`config.mk`:
```
export PLATFORM = sky130hd
export DESIGN_NAME = dma_stat_flags
export DESIGN_NICKNAME = d
export VERILOG_FILES = /design/src/rtl/dma_stat_pkg.sv /design/src/rtl/dma_stat_chan.sv /design/src/rtl/dma_stat_regif.sv /design/src/rtl/dma_stat_flags.sv
export SDC_FILE = /design/constraint.sdc
export NUM_CORES = 1
export LEC_CHECK = 0
export BUFFER_PORTS_ARGS = -buffer_cell sky130_fd_sc_hd__clkbuf_2
export CELL_PAD_IN_SITES_DETAIL_PLACEMENT = 1
export CELL_PAD_IN_SITES_GLOBAL_PLACEMENT = 2
export CORE_AREA = 5 5 77 51
export DETAILED_ROUTE_END_ITERATION = 12
export DIE_AREA = 0 0 82 56
export PLACE_DENSITY = 0.72
export SETUP_SLACK_MARGIN = 0.02
export SKIP_CTS_REPAIR_TIMING = 1
export SYNTH_ARGS = -nofsm -noshare
export SYNTH_HDL_FRONTEND = slang
export SYNTH_SLANG_ARGS = --single-unit
export TNS_END_PERCENT = 20
```
`constraint.sdc`:
```
create_clock -name clk -period 0.8 [get_ports clk]
set_clock_uncertainty 0.15 [all_clocks]
set_input_delay 0.04 -clock clk [delete_from_list [all_inputs] [get_ports clk]]
set_output_delay 0.04 -clock clk [all_outputs]
set_load 0.01 [all_outputs]
```
`src/rtl/dma_stat_pkg.sv`:
```
package dma_stat_pkg;
  // one bit per event kind, delivered to a single channel
  typedef struct packed {
    logic pend;
    logic start;
    logic abort;
    logic blk_done;
    logic xact_done;
    logic err;
    logic dis;
  } chan_ev_t;
endpackage

```
`src/rtl/dma_stat_chan.sv`:
```
module dma_stat_chan
  import dma_stat_pkg::*;
(
  input  logic     clk,
  input  logic     rst_n,
  input  chan_ev_t ev,
  input  logic     unlim,
  input  logic     clr_err,
  input  logic     clr_done,
  output logic     busy,
  output logic     pend,
  output logic     err_flag,
  output logic     done_flag
);
  logic done_set;
  logic busy_kill;
  logic pend_kill;

  assign done_set  = ev.xact_done | (unlim & ev.blk_done);
  assign busy_kill = ev.dis | ev.err | done_set;
  assign pend_kill = ev.start | ev.abort;

  always_ff @(posedge clk or negedge rst_n) begin
    if (!rst_n) begin
      err_flag  <= 1'b0;
      done_flag <= 1'b0;
      busy      <= 1'b0;
      pend      <= 1'b0;
    end else begin
      if (ev.err)       err_flag <= 1'b1;
      else if (clr_err) err_flag <= 1'b0;

      if (done_set)      done_flag <= 1'b1;
      else if (clr_done) done_flag <= 1'b0;

      if (busy_kill)     busy <= 1'b0;
      else if (ev.start) busy <= 1'b1;

      if (pend_kill)    pend <= 1'b0;
      else if (ev.pend) pend <= 1'b1;
    end
  end

  a_r2_err_sets: assert property (@(posedge clk) disable iff (!rst_n)
    ev.err |=> err_flag);
  a_r2_err_sticky: assert property (@(posedge clk) disable iff (!rst_n)
    (err_flag && !clr_err) |=> err_flag);
  a_r3_done_sets: assert property (@(posedge clk) disable iff (!rst_n)
    (ev.xact_done || (unlim && ev.blk_done)) |=> done_flag);
  a_r4_clear_err: assert property (@(posedge clk) disable iff (!rst_n)
    (clr_err && !ev.err) |=> !err_flag);
  a_r4_clear_done: assert property (@(posedge clk) disable iff (!rst_n)
    (clr_done && !ev.xact_done && !(unlim && ev.blk_done)) |=> !done_flag);
  a_r5_busy_drop: assert property (@(posedge clk) disable iff (!rst_n)
    (ev.dis || ev.err || ev.xact_done || (unlim && ev.blk_done)) |=> !busy);
  a_r5_busy_rise: assert property (@(posedge clk) disable iff (!rst_n)
    (ev.start && !ev.dis && !ev.err && !ev.xact_done && !(unlim && ev.blk_done)) |=> busy);
  a_r6_pend_drop: assert property (@(posedge clk) disable iff (!rst_n)
    (ev.start || ev.abort) |=> !pend);
  a_r6_pend_rise: assert property (@(posedge clk) disable iff (!rst_n)
    (ev.pend && !ev.start && !ev.abort) |=> pend);
endmodule

```
`src/rtl/dma_stat_regif.sv`:
```
module dma_stat_regif #(
  parameter int unsigned NCH       = 2,
  parameter int unsigned AW        = 4,
  parameter int unsigned DW        = 8,
  parameter int unsigned HI_BASE   = 4,
  parameter logic [AW-1:0] OFS_FLAGS = 4'h3,
  parameter logic [AW-1:0] OFS_STAT  = 4'h4
) (
  input  logic           clk,
  input  logic           rst_n,
  input  logic [AW-1:0]  addr,
  input  logic           we,
  input  logic [DW-1:0]  wdata,
  input  logic [NCH-1:0] err_flag,
  input  logic [NCH-1:0] done_flag,
  input  logic [NCH-1:0] busy,
  input  logic [NCH-1:0] pend,
  output logic [DW-1:0]  rdata,
  output logic [NCH-1:0] clr_err,
  output logic [NCH-1:0] clr_done
);
  logic hit_flags;
  logic hit_stat;

  assign hit_flags = (addr == OFS_FLAGS);
  assign hit_stat  = (addr == OFS_STAT);

  assign clr_err  = (we && hit_flags) ? wdata[HI_BASE +: NCH] : '0;
  assign clr_done = (we && hit_flags) ? wdata[NCH-1:0]        : '0;

  always_comb begin
    rdata = '0;
    if (hit_flags) begin
      rdata[HI_BASE +: NCH] = err_flag;
      rdata[NCH-1:0]        = done_flag;
    end else if (hit_stat) begin
      rdata[HI_BASE +: NCH] = busy;
      rdata[NCH-1:0]        = pend;
    end
  end

  a_r4_no_clear_off_target: assert property (@(posedge clk) disable iff (!rst_n)
    !(we && hit_flags) |-> (clr_err == '0 && clr_done == '0));
endmodule

```
`src/rtl/dma_stat_flags.sv`:
```
module dma_stat_flags
  import dma_stat_pkg::*;
#(
  parameter int unsigned NCH     = 2,
  parameter int unsigned AW      = 4,
  parameter int unsigned DW      = 8,
  parameter int unsigned HI_BASE = 4,
  parameter logic [AW-1:0] OFS_FLAGS = 4'h3,
  parameter logic [AW-1:0] OFS_STAT  = 4'h4
) (
  input  logic           clk,
  input  logic           rst_n,
  input  logic [NCH-1:0] ev_pend,
  input  logic [NCH-1:0] ev_start,
  input  logic [NCH-1:0] ev_abort,
  input  logic [NCH-1:0] ev_blk_done,
  input  logic [NCH-1:0] ev_xact_done,
  input  logic [NCH-1:0] ev_err,
  input  logic [NCH-1:0] ev_disable,
  input  logic [NCH-1:0] rep_unlim,
  input  logic [AW-1:0]  reg_addr,
  input  logic           reg_we,
  input  logic [DW-1:0]  reg_wdata,
  output logic [DW-1:0]  reg_rdata,
  input  logic [NCH-1:0] irq_en_err,
  input  logic [NCH-1:0] irq_en_done,
  output logic [NCH-1:0] irq
);
  logic [NCH-1:0] err_flag;
  logic [NCH-1:0] done_flag;
  logic [NCH-1:0] busy;
  logic [NCH-1:0] pend;
  logic [NCH-1:0] clr_err;
  logic [NCH-1:0] clr_done;

  for (genvar c = 0; c < NCH; c++) begin : g_ch
    chan_ev_t ev;
    assign ev = '{pend:      ev_pend[c],
                  start:     ev_start[c],
                  abort:     ev_abort[c],
                  blk_done:  ev_blk_done[c],
                  xact_done: ev_xact_done[c],
                  err:       ev_err[c],
                  dis:       ev_disable[c]};

    dma_stat_chan u_chan (
      .clk       (clk),
      .rst_n     (rst_n),
      .ev        (ev),
      .unlim     (rep_unlim[c]),
      .clr_err   (clr_err[c]),
      .clr_done  (clr_done[c]),
      .busy      (busy[c]),
      .pend      (pend[c]),
      .err_flag  (err_flag[c]),
      .done_flag (done_flag[c])
    );

    assign irq[c] = (err_flag[c] & irq_en_err[c]) | (done_flag[c] & irq_en_done[c]);

    a_r9_irq_follows: assert property (@(posedge clk) disable iff (!rst_n)
      (ev_err[c] && irq_en_err[c]) |=> (irq[c] || !$stable(irq_en_err[c])));
  end

  dma_stat_regif #(
    .NCH(NCH), .AW(AW), .DW(DW), .HI_BASE(HI_BASE),
    .OFS_FLAGS(OFS_FLAGS), .OFS_STAT(OFS_STAT)
  ) u_regif (
    .clk       (clk),
    .rst_n     (rst_n),
    .addr      (reg_addr),
    .we        (reg_we),
    .wdata     (reg_wdata),
    .err_flag  (err_flag),
    .done_flag (done_flag),
    .busy      (busy),
    .pend      (pend),
    .rdata     (reg_rdata),
    .clr_err   (clr_err),
    .clr_done  (clr_done)
  );

  a_r7_status_write_inert: assert property (@(posedge clk) disable iff (!rst_n)
    (reg_we && reg_addr == OFS_STAT && ev_err == '0 && ev_xact_done == '0 && ev_blk_done == '0)
      |=> (err_flag == $past(err_flag) && done_flag == $past(done_flag)));
endmodule

```
Word level (Yosys, flattened, before mapping)
Cells that the tools add are included.

storage, ports and cells
  register bits after elaboration = 8
  bits in latches = 0
  RAM bits = 0
  bits in read-only memories = 0
  input bits = 35
  output and inout port bits = 10
  logic and storage cells = 57
  memories kept = 0

operators by class
  add/subtract/negate cells = 0
  $mul = 0
  div/mod/pow operators = 0
  order comparisons = 0
  equality and inequality tests = 2
  shift-type cells = 0
  multiplexer cells = 22
  bitwise gates (word level) = 16
  reductions and logical operators = 9

operators by type and width
  kind                  number
  $mux W1               16
  $reduce_bool A2 Y1    8
  $mux W2               6
  $or A1 B1 Y1          10
  $and A1 B1 Y1         6
  $eq A4 B2 Y1 const B  1
  $eq A4 B3 Y1 const B  1
  $logic_and A1 B1 Y1   1

Longest topological paths before layout
Gate-level depths: netlist (run 1).

  depth after elaboration = 5
  gate-level depth with buffers = 3
  depth with buffers taken out = 3

Hierarchy
Synthesis (run 1) repeated with hierarchy kept, for this count alone.

second synthesis, totals
  cells, all modules = 51
  area, all modules = 511.7 sq um

modules (own cells, without submodules)
  module          instances  cells an instance  area an instance (sq um)  seq. area each (sq um)
  dma_stat_chan   2          13                 156.4                     100.1
  dma_stat_regif  1          23                 181.4                     0.0
  dma_stat_flags  1          2                  17.5                      0.0

Least setup slack after synthesis (run 1)
OpenSTA, ideal clock, no wires.

  path type = register to output
  from = register g_ch[1].u_chan.err_flag
  to = output port irq[1]
  arrival time = 0.625 ns
  required time = 0.610 ns
  setup slack = -0.015 ns
  stages on the path, launching flop included = 2
  path buffers = 0
  path through = dfrtp_1 a22o_1

between the ends
  cells in the longest elaborated chain, start to end = 2

ends and longest elaborated chain
  item                      line                  RTL
  start: declaration        dma_stat_chan.sv:12   output logic err_flag,
  start signal: assignment  dma_stat_chan.sv:25   err_flag <= 1'b0;
  start signal: assignment  dma_stat_chan.sv:30   if (ev.err) err_flag <= 1'b1;
  start signal: assignment  dma_stat_chan.sv:31   else if (clr_err) err_flag <= 1'b0;
  $and A1 B1 Y1             dma_stat_flags.sv:59  assign irq[c] = (err_flag[c] & irq_en_err[c]) | (done_flag[c] & irq_en_done[c]);
  $or A1 B1 Y1              dma_stat_flags.sv:59
  end: declaration          dma_stat_flags.sv:27  output logic [NCH-1:0] irq

Every way passes these cells.

Worst setup path after layout (run 1)
  from = register g_ch[1].u_chan.err_flag
  to = output port reg_rdata[5]

between the ends
  cells in the longest elaborated chain, start to end = 1

ends and longest elaborated chain
  item              line                  RTL
  $mux W2           dma_stat_regif.sv:33  if (hit_flags) begin
  end: declaration  dma_stat_flags.sv:24  output logic [DW-1:0] reg_rdata,

Every way passes these cells.

==> results.yml, run 1 <==
status:
  status: "finished with violations"
  violations: "negative hold slack, negative setup slack"
timing:
  hold_ws_ns: -0.177
  period_needed_ns: 1.21
  max_freq_mhz: 827
  hold_viol: 8
  setup_violations: 12
  setup_slack_ns: -0.409
  fin_crit_sh: 1.51
  drv_slew: 0
  rsz0062_at_grt: "true"
finish:
  final_cell_mix: "clkbuf_2, nor2_1, dfrtp_1"
  utilization: 0.248
  num_antenna_cells: 0
  syn2layout_area_growth_pct: 71.2
  fillers: 393
  layout_commonest_cell: "clkbuf_2"
  seqCellArea_um2: 200
  final_nets: 128
  multi_input_area_um2: 248
  drive_above_1_share: 0.538
  final_area_um2: 773
  instances_no_fill: 136
floorplanning:
  initial_core_util: 0.145
  die_w_um: 82
  dieArea_um2: 4590
  rows: 16
  die_h_um: 56
  ioPinCount: 45
  coreArea_um2: 3120
global_routing:
  use_met1: 0.0977
  use_met3: 0.0210
  grt_busiest_layer: "met2"
  grtUsageTotal: 0.0744
  grt-ovfl-total: 0
  met2_usage: 0.107
  grt_pass1_wl_mm: 2.62
  grt_antenna_before_repair: 0
  grt_max_degree: 9
  grt_pass1_vias: 581
placed_design:
  io_buffers: 36
  dpl.cell_count: 131
  place_area_um2: 692
  pre_cts_slack_ns: -0.208
  gp_congestion: 0.732
synthesis:
  synth.avg_cell_area_um2: 9.41
  synthCells: 48
  synth-seq-cells: 8
  ys_warn_count: 0
  ys_types: 15
  ys_seq_area_frac: 0.443
  synth_area_um2: 452
setup_path:
  timing.rr.end: "g_ch[1].u_chan.err_flag$_DFFE_PN0P_"
  r2r_cells: 4
  crit_fanout: 3
  required_ns: 0.61
  max_stage_delay_ns: 0.40
  start_kind: "flip-flop"
  slowest_stage: "dfrtp_1"
  cp_cell_sequence: "a32oi_2 > nor2_1 > buf_2"
  critPathKind: "reg2out"
  crit_path_end_kind: "output pin"
  r2r-start: "g_ch[1].u_chan.err_flag$_DFFE_PN0P_"
  crit_arrival_ns: 1.02
  r2r_slack_ns: -0.25
run:
  maxCapViolCount: 0
power_and_ir_drop:
  power.density_nw_per_um2: 1430
  ir_worst_vdd_v: 0.000341
  leakage_uw: 0.000384
clock_network:
  cts_buffers: 3
  cts_tree: "built"
  cts_sinks: 8
  clock_path_buffers: 2
  clk_pin_slew_ns: 0.04
  clkLatencyLatePin_ns: 0.22
  htreeDepth: 1
  cts-root-buf: "clkbuf_8"
hold_path:
  hp-start: "ev_abort[0]"
  hold_depth: 2
  hold_path_class: "in2reg"
  min_to: "g_ch[0].u_chan.pend$_DFFE_PN0P_"
routing:
  antenna_left: 0
  drt_iter0_drc: 4
  drc: 0
  vias_per_cell: 3.83
  wire_per_inst_um: 11.9
  vias: 521
  first_pass_iters: 4
  drt_wl_total_mm: 1.62
## worst max-delay path by stage
stage                                         startpoint                                   end  slack, ns  cells after the start
CTS                 g_ch[1].u_chan.done_flag$_DFFE_PN0P_                          reg_rdata[1]      -0.41                      3
floorplan            g_ch[0].u_chan.err_flag$_DFFE_PN0P_                          reg_rdata[4]     -0.003                      2
finish               g_ch[1].u_chan.err_flag$_DFFE_PN0P_                          reg_rdata[5]      -0.41                      3
global placement    g_ch[1].u_chan.done_flag$_DFFE_PN0P_                          reg_rdata[1]      -0.17                      3
global route         g_ch[1].u_chan.err_flag$_DFFE_PN0P_                          reg_rdata[5]      -0.46                      3
detailed placement                           reg_addr[0]  g_ch[0].u_chan.done_flag$_DFFE_PN0P_      -0.21                      4
## per-layer routing
layer / routed length (um) / vias up / part of all wire
met5: 0 / - / 0
met4: 19 / 0 / 0.012
met2: 704 / 24 / 0.44
li1: - / 256 / -
met3: 176 / 2 / 0.11
met1: 717 / 239 / 0.44
## flip-flops by register name, summed over array words and instances, names as in the netlist
name / flops
g_ch.u_chan.err_flag: 2
g_ch.u_chan.done_flag: 2
g_ch.u_chan.busy: 2
g_ch.u_chan.pend: 2
## through the flow
step | TNS [ns] | total power, uW | hold WS [ns]
6_report | -2.63 | 1110 | -0.177
5_1_grt | -3.32 | 1150 | -0.169
4_1_cts | -2.60 | 1100 | -0.484
3_5_place_dp | -1.68 | 622 | -0.245
3_3_place_gp | -1.47 | 619 | -0.254
2_1_floorplan | -0.00829 | 506 | -0.406
## where the power goes
group | total (uW) | internal [uW] | switching (uW)
Sequential | 423 | 416 | 6.93
Combinational | 204 | 107 | 97.7
Clock | 478 | 326 | 153
Total | 1110 | 848 | 257
## cell type report
class / instances / area share
inverters: 2 / 0.00971
multi-input cells: 37 / 0.320
well taps: 45 / 0.0728
repair buffers: 41 / 0.285
clock buffers: 3 / 0.0534
flip-flops and latches: 8 / 0.259
## worst max-delay path, delay by kind of cell (launching register included)
kind            cells  cell delay, ns
buf+inv             1            0.14
flops               1            0.40
simple gates        1            0.06
compound gates      1            0.20
## kinds of logic after synthesis
group	Yosys count	share of synthesized area
AOI/OAI and AO/OA	14	0.227
buffers and inverters	6	0.0831
DFF	8	0.443
other	1	0.00830
and+or+nand+nor	19	0.238
## synth_stat cells
cell type | number | area (um^2)
inv_1 | 2 | 7.51
conb_1 | 1 | 3.75
nor2b_4 | 1 | 13.8
a31oi_1 | 4 | 25.0
and4b_4 | 1 | 13.8
a32oi_1 | 4 | 35.0
nor2_1 | 12 | 45.0
nor4_1 | 2 | 12.5
a21o_1 | 2 | 15.0
a21oi_1 | 2 | 10.0
nor3_1 | 2 | 10.0
a22o_1 | 2 | 17.5
nor3b_2 | 1 | 12.5
buf_4 | 4 | 30.0
dfrtp_1 | 8 | 200
Note: power is estimated with default switching activity, not from simulation.
==> run 2, diff against run 1 <==
--- a/config.mk
+++ b/config.mk
@@ -12,7 +12,6 @@
 export DETAILED_ROUTE_END_ITERATION = 12
 export DIE_AREA = 0 0 82 56
 export PLACE_DENSITY = 0.72
-export SETUP_SLACK_MARGIN = 0.02
 export SKIP_CTS_REPAIR_TIMING = 1
 export SYNTH_ARGS = -nofsm -noshare
 export SYNTH_HDL_FRONTEND = slang
==> run 2 against run 1 <==
Effect of this change: the flow still finishes with violations (negative hold slack, negative setup slack); sequential power about the same; clock-buffer cell count unchanged; flip-flop and latch count unchanged; via count up 1.3%; design area down 2.9%; sequential share of layout area up 0.78 points; hold slack worse by 0.0081 ns; register-to-register slack better by 0.13 ns; cell count down 0.74%; clock power up 2%; core utilization down 0.72 points; largest power group unchanged.
==> results.yml, run 2 (synthesis gave the netlist of run 1 again) <==
status:
  status: "finished with violations"
  violations: "negative hold slack, negative setup slack"
hold_path:
  min_to: "g_ch[0].u_chan.busy$_DFFE_PN0P_"
  hold_depth: 2
  hp-start: "ev_disable[0]"
  hold_path_class: "in2reg"
floorplanning:
  rows: 16
  dieArea_um2: 4590
  die_w_um: 82
  ioPinCount: 45
  die_h_um: 56
  initial_core_util: 0.145
  coreArea_um2: 3120
global_routing:
  grtUsageTotal: 0.0798
  grt-ovfl-total: 0
  grt_pass1_vias: 562
  grt_max_degree: 9
  grt_antenna_before_repair: 0
  grt_pass1_wl_mm: 2.62
finish:
  drive_above_1_share: 0.511
  final_cell_mix: "clkbuf_2, nor2_1, dfrtp_1, a31oi_1, conb_1"
  final_nets: 127
  num_antenna_cells: 0
  syn2layout_area_growth_pct: 66.2
  instances_no_fill: 135
  final_area_um2: 751
  layout_commonest_cell: "clkbuf_2"
timing:
  drv_slew: 0
  max_freq_mhz: 812
  period_needed_ns: 1.23
  setup_violations: 12
  hold_viol: 8
  setup_slack_ns: -0.431
  hold_ws_ns: -0.185
  final.setup.tns_ns: -2.60
  rsz0062_at_grt: "true"
  fin_crit_sh: 1.54
placed_design:
  gp_congestion: 0.695
  place_area_um2: 692
  dpl.cell_count: 131
  io_buffers: 36
  dp_hpwl_mm: 1.51
setup_path:
  r2r_slack_ns: -0.12
  required_ns: 0.61
  crit_path_end_kind: "output pin"
  startpoint: "g_ch[1].u_chan.done_flag$_DFFE_PN0P_"
  critPathKind: "reg2out"
  crit_arrival_ns: 1.04
  start_kind: "flip-flop"
  crit_fanout: 3
  r2r_cells: 3
  r2r-start: "g_ch[1].u_chan.err_flag$_DFFE_PN0P_"
  timing.rr.end: "g_ch[1].u_chan.err_flag$_DFFE_PN0P_"
routing:
  antenna_left: 0
  drc: 0
  wire_per_inst_um: 12.6
  vias_per_cell: 3.91
  first_pass_iters: 2
  vias: 528
  drt_iter0_drc: 7
  drt_wl_total_mm: 1.70
power_and_ir_drop:
  ir_worst_vdd_v: 0.000428
  total_power_uw: 1110
  power.density_nw_per_um2: 1480
  leakage_uw: 0.000373
clock_network:
  cts_tree: "built"
  clk_pin_slew_ns: 0.04
  cts_buffers: 3
  cts-root-buf: "clkbuf_8"
  clkLatencyLatePin_ns: 0.23
  clock_path_buffers: 2
  htreeDepth: 1
  cts_sinks: 8
run:
  maxCapViolCount: 0
## run 2: worst max path at each step
stage / endpoint / slack [ns] / depth (start not counted)
after floorplan: reg_rdata[4] / -0.003 / 2
after global placement: reg_rdata[1] / -0.17 / 5
after detailed placement: g_ch[1].u_chan.done_flag$_DFFE_PN0P_ / -0.21 / 4
after CTS: reg_rdata[1] / -0.43 / 3
after global routing: reg_rdata[1] / -0.49 / 3
final: reg_rdata[1] / -0.43 / 3
## run 2: critical path, cell delays in order (launching register included)
cell,delay [ns]
dfrtp_1,0.41
a32oi_2,0.21
nor2_1,0.06
clkbuf_2,0.13
## run 2: routing by layer
metal	track usage	part of all wire	vias up
met3	0.0324	0.11	5
met2	0.109	0.45	28
met4	0.0711	0.019	0
met1	0.0932	0.42	240
met5	0	0	-
li1	-	-	255
## run 2: power breakdown
part / leakage, uW / switching (uW) / internal (uW)
sequential: 0.0000896 / 6.58 / 416
combinational: 0.000262 / 95.1 / 103
clock: 0.0000216 / 162 / 326
total: 0.000373 / 263 / 845
## run 2: final cells by class
class | instances | area (um^2)
fill | 395 | 2370
multi-input combinational | 37 | 233
timing repair buffer | 40 | 213
sequential | 8 | 200
tap | 45 | 56.3
clock buffer | 3 | 41.3
inverter | 2 | 7.51
## run 2: through the flow
stage / hold WS [ns] / util / worst slack (ns)
finish: -0.185 / 0.240 / -0.431
global route: -0.189 / 0.240 / -0.488
CTS: -0.500 / 0.235 / -0.431
detailed placement: -0.249 / 0.222 / -0.212
global placement: -0.255 / 0.222 / -0.170
floorplan: -0.406 / - / -0.00257
==> run 3, diff against run 2 <==
--- a/config.mk
+++ b/config.mk
@@ -13,6 +13,7 @@
 export DIE_AREA = 0 0 82 56
 export PLACE_DENSITY = 0.72
 export SKIP_CTS_REPAIR_TIMING = 1
+export SKIP_LAST_GASP = 1
 export SYNTH_ARGS = -nofsm -noshare
 export SYNTH_HDL_FRONTEND = slang
 export SYNTH_SLANG_ARGS = --single-unit
==> run 3 against run 2 <==
Effect of this change: the flow still finishes with violations (negative hold slack, negative setup slack); design area is the same; sequential power about the same; critical endpoint unchanged; fmax is 0.43% higher; flip-flop and latch count did not move; core utilization is the same; first-iteration DRC count unchanged; largest power group unchanged; via count grew 0.38%; routed wire length about the same.
==> results.yml, run 3 (synthesis gave the netlist of run 1 again) <==
status:
  status: "finished with violations"
  violations: "negative hold slack, negative setup slack"
timing:
  setup_slack_ns: -0.426
  fin_crit_sh: 1.53
  max_freq_mhz: 816
  rsz0062_at_grt: "true"
  hold_viol: 8
  hold_ws_ns: -0.185
  drv_slew: 0
  period_needed_ns: 1.23
  setup_violations: 12
routing:
  vias: 530
  drt_wl_total_mm: 1.70
  vias_per_cell: 3.93
  wire_per_inst_um: 12.6
  antenna_left: 0
  drc: 0
  first_pass_iters: 2
  drt_iter0_drc: 7
power_and_ir_drop:
  ir_worst_vdd_v: 0.000427
  total_power_uw: 1110
  leakage_uw: 0.000373
  power.density_nw_per_um2: 1470
setup_path:
  start_kind: "flip-flop"
  worst-path-buf-inv: 1
  slowest_stage: "dfrtp_1"
  required_ns: 0.61
  cp_cell_sequence: "a32oi_2 > nor2_1 > clkbuf_2"
  crit_path_end_kind: "output pin"
  critical-path-top-delay-family: "flip-flops"
  critPathKind: "reg2out"
  max_stage_delay_ns: 0.41
  crit_fanout: 3
  crit_arrival_ns: 1.04
clock_network:
  cts-root-buf: "clkbuf_8"
  cts_sinks: 8
  cts_tree: "built"
  clkLatencyLatePin_ns: 0.23
  cts_buffers: 3
  clk_pin_slew_ns: 0.04
  clock_path_buffers: 2
  htreeDepth: 1
finish:
  final_nets: 127
  fillers: 395
  instances_no_fill: 135
  final_cell_mix: "clkbuf_2, nor2_1, dfrtp_1, a31oi_1, conb_1"
  syn2layout_area_growth_pct: 66.2
  num_antenna_cells: 0
  layout_commonest_cell: "clkbuf_2"
  drive_above_1_share: 0.511
placed_design:
  io_buffers: 36
  gp_congestion: 0.695
  dp_hpwl_mm: 1.51
  dpl.cell_count: 131
floorplanning:
  rows: 16
  die_h_um: 56
  ioPinCount: 45
  coreArea_um2: 3120
  die_w_um: 82
  initial_core_util: 0.145
  dieArea_um2: 4590
run:
  maxCapViolCount: 0
global_routing:
  grt_max_degree: 9
  grt_pass1_wl_mm: 2.62
  grt_antenna_before_repair: 0
  grt_pass1_vias: 562
  grt-ovfl-total: 0
  grtUsageTotal: 0.0798
hold_path:
  hold_path_class: "in2reg"
-- run 3: worst reg2reg max path, delay by kind of cell (launching register included) --
family,cells,cell delay (ns)
buffers and inverters,1,0.14
AOI/OAI and AO/OA,1,0.04
DFF,1,0.39
and+or+nand+nor,1,0.08
-- run 3: metal layers --
metal | part of all wire | global-route usage
met5 | 0 | 0
met4 | 0.019 | 0.0711
met3 | 0.11 | 0.0324
met2 | 0.45 | 0.109
met1 | 0.42 | 0.0932
-- run 3: worst paths after layout --
| path | startpoint | to | slack, ns | cells past startpoint |
|---|---|---|---|---|
| max | g_ch[1].u_chan.done_flag$_DFFE_PN0P_ | reg_rdata[1] | -0.43 | 3 |
| min | ev_disable[0] | g_ch[0].u_chan.busy$_DFFE_PN0P_ | -0.19 | 2 |
| max reg2reg | g_ch[1].u_chan.err_flag$_DFFE_PN0P_ | g_ch[1].u_chan.err_flag$_DFFE_PN0P_ | -0.12 | 3 |
| min reg2reg | g_ch[0].u_chan.pend$_DFFE_PN0P_ | g_ch[0].u_chan.pend$_DFFE_PN0P_ | 0.41 | 2 |
| max in group asynchronous | rst_n | g_ch[1].u_chan.busy$_DFFE_PN0P_ | 0.29 | 2 |
| min in group asynchronous | rst_n | g_ch[1].u_chan.done_flag$_DFFE_PN0P_ | 0.04 | 2 |
-- run 3: area by class of cell --
type | count | area (um^2) | share of cell area
multi-input cells | 37 | 233 | 0.310
repair buffers | 40 | 213 | 0.283
flip-flops and latches | 8 | 200 | 0.267
well taps | 45 | 56.3 | 0.0750
clock buffers | 3 | 41.3 | 0.0550
inverters | 2 | 7.51 | 0.0100
-- run 3: stage by stage --
| stage | utilization | setup WS (ns) | area [um^2] | TNS (ns) |
|---|---|---|---|---|
| 6_report | 0.240 | -0.426 | 751 | -2.63 |
| 5_1_grt | 0.240 | -0.489 | 751 | -3.23 |
| 4_1_cts | 0.235 | -0.431 | 733 | -2.72 |
| 3_5_place_dp | 0.222 | -0.212 | 692 | -1.74 |
| 3_3_place_gp | 0.222 | -0.170 | 692 | -1.50 |
| 2_1_floorplan | - | -0.00257 | 463 | -0.00829 |
-- run 3: power breakdown --
group | switching, uW | internal [uW]
Combinational | 95.0 | 103
Sequential | 6.54 | 416
Clock | 161 | 326
Total | 262 | 845
